<file path="src/rtl/fifo_win_pkg.sv">
package fifo_win_pkg;
    localparam int NUM_CH      = 8;
    localparam int CH_W        = $clog2(NUM_CH);
    localparam int BYTES       = 4;
    localparam int IDX_W       = $clog2(BYTES);
    localparam int WORD_W      = BYTES * 8;
    localparam int STRIDE_LOG2 = 10;
    localparam int ADDR_W      = STRIDE_LOG2 + CH_W;
    localparam logic [STRIDE_LOG2-1:0] WIN_OFS = STRIDE_LOG2'(12'h100);

    typedef enum logic [1:0] {
        ST_IDLE = 2'd0,
        ST_XFER = 2'd1,
        ST_DONE = 2'd2
    } win_st_e;

    typedef struct packed {
        win_st_e           st;
        logic              wr;
        logic [CH_W-1:0]   ch;
        logic [IDX_W-1:0]  idx;
        logic [WORD_W-1:0] wdata;
        logic [WORD_W-1:0] rdata;
        logic              err;
        logic              short_f;
        logic              ovf;
    } win_regs_t;
endpackage

</file>
<file path="src/rtl/fifo_win_dec.sv">
module fifo_win_dec
    import fifo_win_pkg::*;
(
    input  logic [ADDR_W-1:0] addr,
    output logic              hit,
    output logic [CH_W-1:0]   ch
);
    // Low bits pick the offset inside a channel stride, high bits the channel.
    assign hit = (addr[STRIDE_LOG2-1:0] == WIN_OFS);
    assign ch  = addr[ADDR_W-1:STRIDE_LOG2];
endmodule

</file>
<file path="src/rtl/fifo_win_sel.sv">
module fifo_win_sel
    import fifo_win_pkg::*;
(
    input  logic [CH_W-1:0]        ch,
    input  logic [IDX_W-1:0]       idx,
    input  logic [NUM_CH*8-1:0]    rx_data,
    input  logic [NUM_CH-1:0]      rx_empty,
    input  logic [NUM_CH-1:0]      tx_full,
    input  logic [WORD_W-1:0]      wdata,
    output logic [7:0]             rx_byte,
    output logic [7:0]             tx_byte,
    output logic                   empty_sel,
    output logic                   full_sel
);
    assign rx_byte   = rx_data[{ch, 3'b000} +: 8];
    assign tx_byte   = wdata[{idx, 3'b000} +: 8];
    assign empty_sel = rx_empty[ch];
    assign full_sel  = tx_full[ch];
endmodule

</file>
<file path="src/rtl/fifo_win_top.sv">
module fifo_win_top
    import fifo_win_pkg::*;
(
    input  logic                  clk,
    input  logic                  rst_n,
    input  logic                  req_valid,
    output logic                  req_ready,
    input  logic                  req_write,
    input  logic [ADDR_W-1:0]     req_addr,
    input  logic [WORD_W-1:0]     req_wdata,
    output logic [WORD_W-1:0]     rsp_rdata,
    output logic                  rsp_err,
    output logic                  rsp_short,
    output logic                  rsp_ovf,
    input  logic [NUM_CH-1:0]     rx_empty,
    input  logic [NUM_CH*8-1:0]   rx_data,
    output logic [NUM_CH-1:0]     rx_pop,
    input  logic [NUM_CH-1:0]     tx_full,
    output logic [7:0]            tx_data,
    output logic [NUM_CH-1:0]     tx_push
);
    localparam logic [IDX_W-1:0] LAST_IDX = IDX_W'(BYTES - 1);

    win_regs_t q, d;

    logic            dec_hit;
    logic [CH_W-1:0] dec_ch;
    logic [7:0]      rx_byte;
    logic [7:0]      tx_byte;
    logic            empty_sel;
    logic            full_sel;

    fifo_win_dec u_dec (
        .addr (req_addr),
        .hit  (dec_hit),
        .ch   (dec_ch)
    );

    fifo_win_sel u_sel (
        .ch        (q.ch),
        .idx       (q.idx),
        .rx_data   (rx_data),
        .rx_empty  (rx_empty),
        .tx_full   (tx_full),
        .wdata     (q.wdata),
        .rx_byte   (rx_byte),
        .tx_byte   (tx_byte),
        .empty_sel (empty_sel),
        .full_sel  (full_sel)
    );

    always_comb begin
        d       = q;
        rx_pop  = '0;
        tx_push = '0;
        unique case (q.st)
            ST_IDLE: begin
                if (req_valid) begin
                    d.wr      = req_write;
                    d.ch      = dec_ch;
                    d.idx     = '0;
                    d.wdata   = req_wdata;
                    d.rdata   = '0;
                    d.err     = !dec_hit;
                    d.short_f = 1'b0;
                    d.ovf     = 1'b0;
                    d.st      = dec_hit ? ST_XFER : ST_DONE;
                end
            end
            ST_XFER: begin
                if (!q.wr) begin
                    if (!empty_sel) begin
                        rx_pop[q.ch]                     = 1'b1;
                        d.rdata[{q.idx, 3'b000} +: 8]    = rx_byte;
                        if (q.idx == LAST_IDX) d.st = ST_DONE;
                        else                   d.idx = q.idx + 1'b1;
                    end else begin
                        d.short_f = 1'b1;
                        d.st      = ST_DONE;
                    end
                end else begin
                    if (!full_sel) begin
                        tx_push[q.ch] = 1'b1;
                        if (q.idx == LAST_IDX) d.st = ST_DONE;
                        else                   d.idx = q.idx + 1'b1;
                    end else begin
                        d.ovf = 1'b1;
                        d.st  = ST_DONE;
                    end
                end
            end
            ST_DONE: d.st = ST_IDLE;
            default: d.st = ST_IDLE;
        endcase
    end

    always_ff @(posedge clk or negedge rst_n) begin
        if (!rst_n) begin
            q <= '{st: ST_IDLE, default: '0};
        end else begin
            q <= d;
        end
    end

    assign req_ready = (q.st == ST_DONE);
    assign rsp_rdata = q.rdata;
    assign rsp_err   = q.err;
    assign rsp_short = q.short_f;
    assign rsp_ovf   = q.ovf;
    assign tx_data   = tx_byte;
endmodule

</file>
<file path="config.mk">
export PLATFORM = sky130hd
export DESIGN_NAME = fifo_win_top
export DESIGN_NICKNAME = d
export VERILOG_FILES = /design/src/rtl/fifo_win_pkg.sv /design/src/rtl/fifo_win_dec.sv /design/src/rtl/fifo_win_sel.sv /design/src/rtl/fifo_win_top.sv
export SDC_FILE = /design/constraint.sdc
export NUM_CORES = 1
export LEC_CHECK = 0
export ABC_CLOCK_PERIOD_IN_PS = 2700
export BUFFER_PORTS_ARGS = -buffer_cell sky130_fd_sc_hd__buf_4
export CAP_MARGIN = 20
export CORE_MARGIN = 1
export CORE_UTILIZATION = 43
export DETAILED_ROUTE_END_ITERATION = 12
export HOLD_SLACK_MARGIN = 0.1
export PLACE_DENSITY = 0.77
export SKIP_CTS_REPAIR_TIMING = 1
export SLEW_MARGIN = 15
export SYNTH_ARGS = -nofsm -noshare
export SYNTH_HDL_FRONTEND = slang
export SYNTH_HIERARCHICAL = 1
export SYNTH_SLANG_ARGS = --single-unit
</file>
<file path="constraint.sdc">
create_clock -name clk -period 2.7 [get_ports clk]
set_input_delay 0.27 -clock clk [delete_from_list [all_inputs] [get_ports clk]]
set_output_delay 0.27 -clock clk [all_outputs]
set_load 0.05 [all_outputs]
</file>
==> flow_summary.json <==
{
  "status": "complete, but fails checks",
  "failed_checks": "negative setup slack",
  "yosysWarnings": 6,
  "setup_ws_ns": -0.231,
  "htreeDepth": 3,
  "fin_nets": 616,
  "fp.dieH_um": 102,
  "ir_worst_vdd_mv": 0.338,
  "area_delta_synth_final_pct": 41.3,
  "cp_cell_sequence": "mux4_2 -> mux2_4 -> or4b_4 -> or2_4 -> nor3_4 -> buf_6",
  "hold_violations": 0,
  "n_fill_cell": 803,
  "postSynthAreaPerCell_um2": 13.8,
  "drv_slew": 0,
  "slew_headroom_pct": 38.4,
  "fin_cells": 619,
  "syn_area_mm2": 0.00431,
  "syn-instance-count": 312,
  "fin_skew_ns": 0.00787,
  "routed_wl_um": 12100,
  "clock_path_buffers": 2,
  "synth-seq-cells": 75,
  "ios": 189,
  "wire_per_inst_um": 19.5,
  "regArea_mm2": 0.00188,
  "clk_pin_slew_ns": 0.09,
  "dpl.cell_count": 598,
  "power.total_mw": 2.96,
  "fp-row-count": 36,
  "startpoint_type": "flop",
  "setup_viol": 11,
  "cpPeakStageDelay_ns": 0.50,
  "clk_latency_ns": 0.34,
  "via_count": 3375,
  "clock_sinks": 75,
  "grt_pass1_vias": 3335,
  "rsz0062_at_grt": "yes",
  "grt_use_met1_pct": 30.4,
  "cts_tree": "yes",
  "dp_hpwl_um": 9400,
  "fin_crit_ns": 2.93,
  "crit_type": "reg -> out",
  "busiest_layer": "met2",
  "grt_max_degree": 76,
  "dieArea_mm2": 0.0104,
  "clock-root-buffer": "clkbuf_8",
  "fp.dieW_um": 102,
  "power.leakage_nw": 2.86,
  "portBuffers": 188,
  "placed_area_mm2": 0.00575,
  "end_kind": "primary output",
  "first_iter_violations": 152,
  "drive_gt1_share_pct": 63.4,
  "yosysUniqueCellTypes": 39,
  "drc": 0,
  "hold_class": "in -> async",
  "tightestPinTransition_ns": 0.923,
  "met2_usage_pct": 38.9,
  "antennaDiodeCount": 0,
  "numCtsBuffers": 9,
  "cap_violations": 0,
  "grt_pass1_wl_um": 18200,
  "worstPathMaxFanout": 4,
  "fin_crit_sh_pct": 109,
  "yosysSeqAreaShare_pct": 43.5,
  "power_density_mw_per_mm2": 486,
  "start_util_pct": 44.3,
  "postRouteAntennaNets": 0,
  "crit_slowest_cell": "mux4_2",
  "critPathTopFamily": "simple AND/OR/NAND/NOR gates",
  "gp_congestion": 0.993,
  "multi_input_area_mm2": 0.00217,
  "fmax_mhz": 341,
  "track_usage_pct": 23.7,
  "grt_util_met3_pct": 6.84,
  "tns_ns": -1.57,
  "grt_overflow_total": 0,
  "grt_antenna_before_repair": 0,
  "firstDrtPassIters": 4,
  "vias_per_cell": 5.45,
  "worstPathArrival_ns": 2.66,
  "synth_nets": 447,
  "finalInstanceArea_mm2": 0.00610,
  "crit_required_ns": 2.43,
  "fp.coreArea_mm2": 0.00973,
  "cp_num_buf_inv": 1
}
[state kept, by name, indices dropped and copies added (netlist names)]
register   cells
rsp_short      1
rsp_err        1
rsp_rdata     32
rsp_ovf        1
q             40
[synthesized netlist by cell type, drive strengths merged]
cell | instances | area share, %
clkbuf | 5 | 0.44
mux2i | 1 | 0.23
a22o | 33 | 6.7
o311ai | 2 | 0.41
mux2 | 47 | 12
nand4 | 2 | 0.29
buf | 45 | 7.7
mux4 | 28 | 16
nor4 | 1 | 0.29
o211ai | 2 | 0.35
nand2 | 4 | 0.35
inv | 4 | 0.35
a32oi | 1 | 0.20
or4b | 2 | 0.46
or2 | 1 | 0.15
nand3b | 1 | 0.17
dfrtp | 75 | 44
and4bb | 2 | 0.58
nor4bb | 2 | 0.46
nand3 | 2 | 0.23
nor2 | 16 | 1.5
clkinv | 1 | 0.087
nor3 | 6 | 1.2
o21bai | 2 | 0.35
nor2b | 2 | 0.29
nand2b | 7 | 1.0
a31oi | 1 | 0.15
nor4b | 2 | 1.1
ha | 6 | 1.7
or4 | 1 | 0.17
a21oi | 3 | 0.35
o21ai | 5 | 0.58
[worst paths after layout]
path / from / endpoint / slack [ns] / depth (start not counted)
worst min-delay path: rst_n / rsp_rdata[31] / 0.04 / 1
min in group clk: req_wdata[14] / q[49] / 0.15 / 2
max in group asynchronous: rst_n / q[69] / 1.98 / 1
worst max-delay path: q[69] / rx_pop[2] / -0.23 / 6
worst min register to register: rsp_rdata[18] / rsp_rdata[18] / 0.51 / 1
worst max register to register: q[69] / rsp_rdata[5] / 0.15 / 7
[layout make-up]
class                           count  share of cell area, %
Multi-Input combinational cell    182                   35.5
Sequential cell                    75                   30.8
Timing Repair Buffer              208                   27.2
Tap cell                          133                   2.73
Clock buffer                       10                   2.26
Clock inverter                      6                   1.19
Inverter                            5                  0.308
[cell families after synthesis]
logic type / count (synthesis) / share of synthesized area (%)
adders and majority gates: 6 / 1.74
buffers and inverters: 55 / 8.56
muxes: 76 / 28.9
DFF: 75 / 43.5
and+or+nand+nor: 51 / 8.24
AOI/OAI and AO/OA: 49 / 9.08
[report_power, final]
group          internal (mW)  switching (mW)
sequential              1.20          0.0536
combinational          0.431           0.374
clock                  0.460           0.440
[worst register-to-register path: stages, from the launching register on]
cell and delay, ns:
dfrtp_2 0.42, mux4_2 0.50, mux2_4 0.29, or4b_4 0.50, buf_4 0.20, nor4b_4 0.30, buf_6 0.16, a22o_1 0.14
[placed cells by master (no fill, tap or decap), types with 4 or more instances in the layout]
master	netlist	routed
nand2b_1	7	6
ha_1	6	6
inv_1	4	4
clkbuf_8	0	10
mux4_2	8	12
nand2_1	4	4
nor2_4	0	7
a22o_1	33	33
buf_6	3	12
nor3_4	2	4
mux4_1	20	16
buf_4	36	190
buf_8	0	5
dfrtp_1	75	74
nor2_1	15	6
mux2_2	47	45
o21ai_1	4	4
[metrics by stage]
step | hold WS [ns] | util (%) | worst slack, ns
after floorplan | -0.0256 | - | -0.466
after detailed placement | 0.462 | 59.1 | -0.0340
after CTS | 0.0770 | 61.2 | -0.425
after global placement | 0.452 | 59.1 | -0.00448
after global routing | 0.119 | 62.7 | -0.301
final | 0.0378 | 62.7 | -0.231
[routing by layer]
layer	part of all wire (%)	vias up
li1	-	1521
met1	42	1699
met2	50	131
met3	6.4	24
met4	1.7	0
met5	0	-
Note: power is estimated with default switching activity, not from simulation.
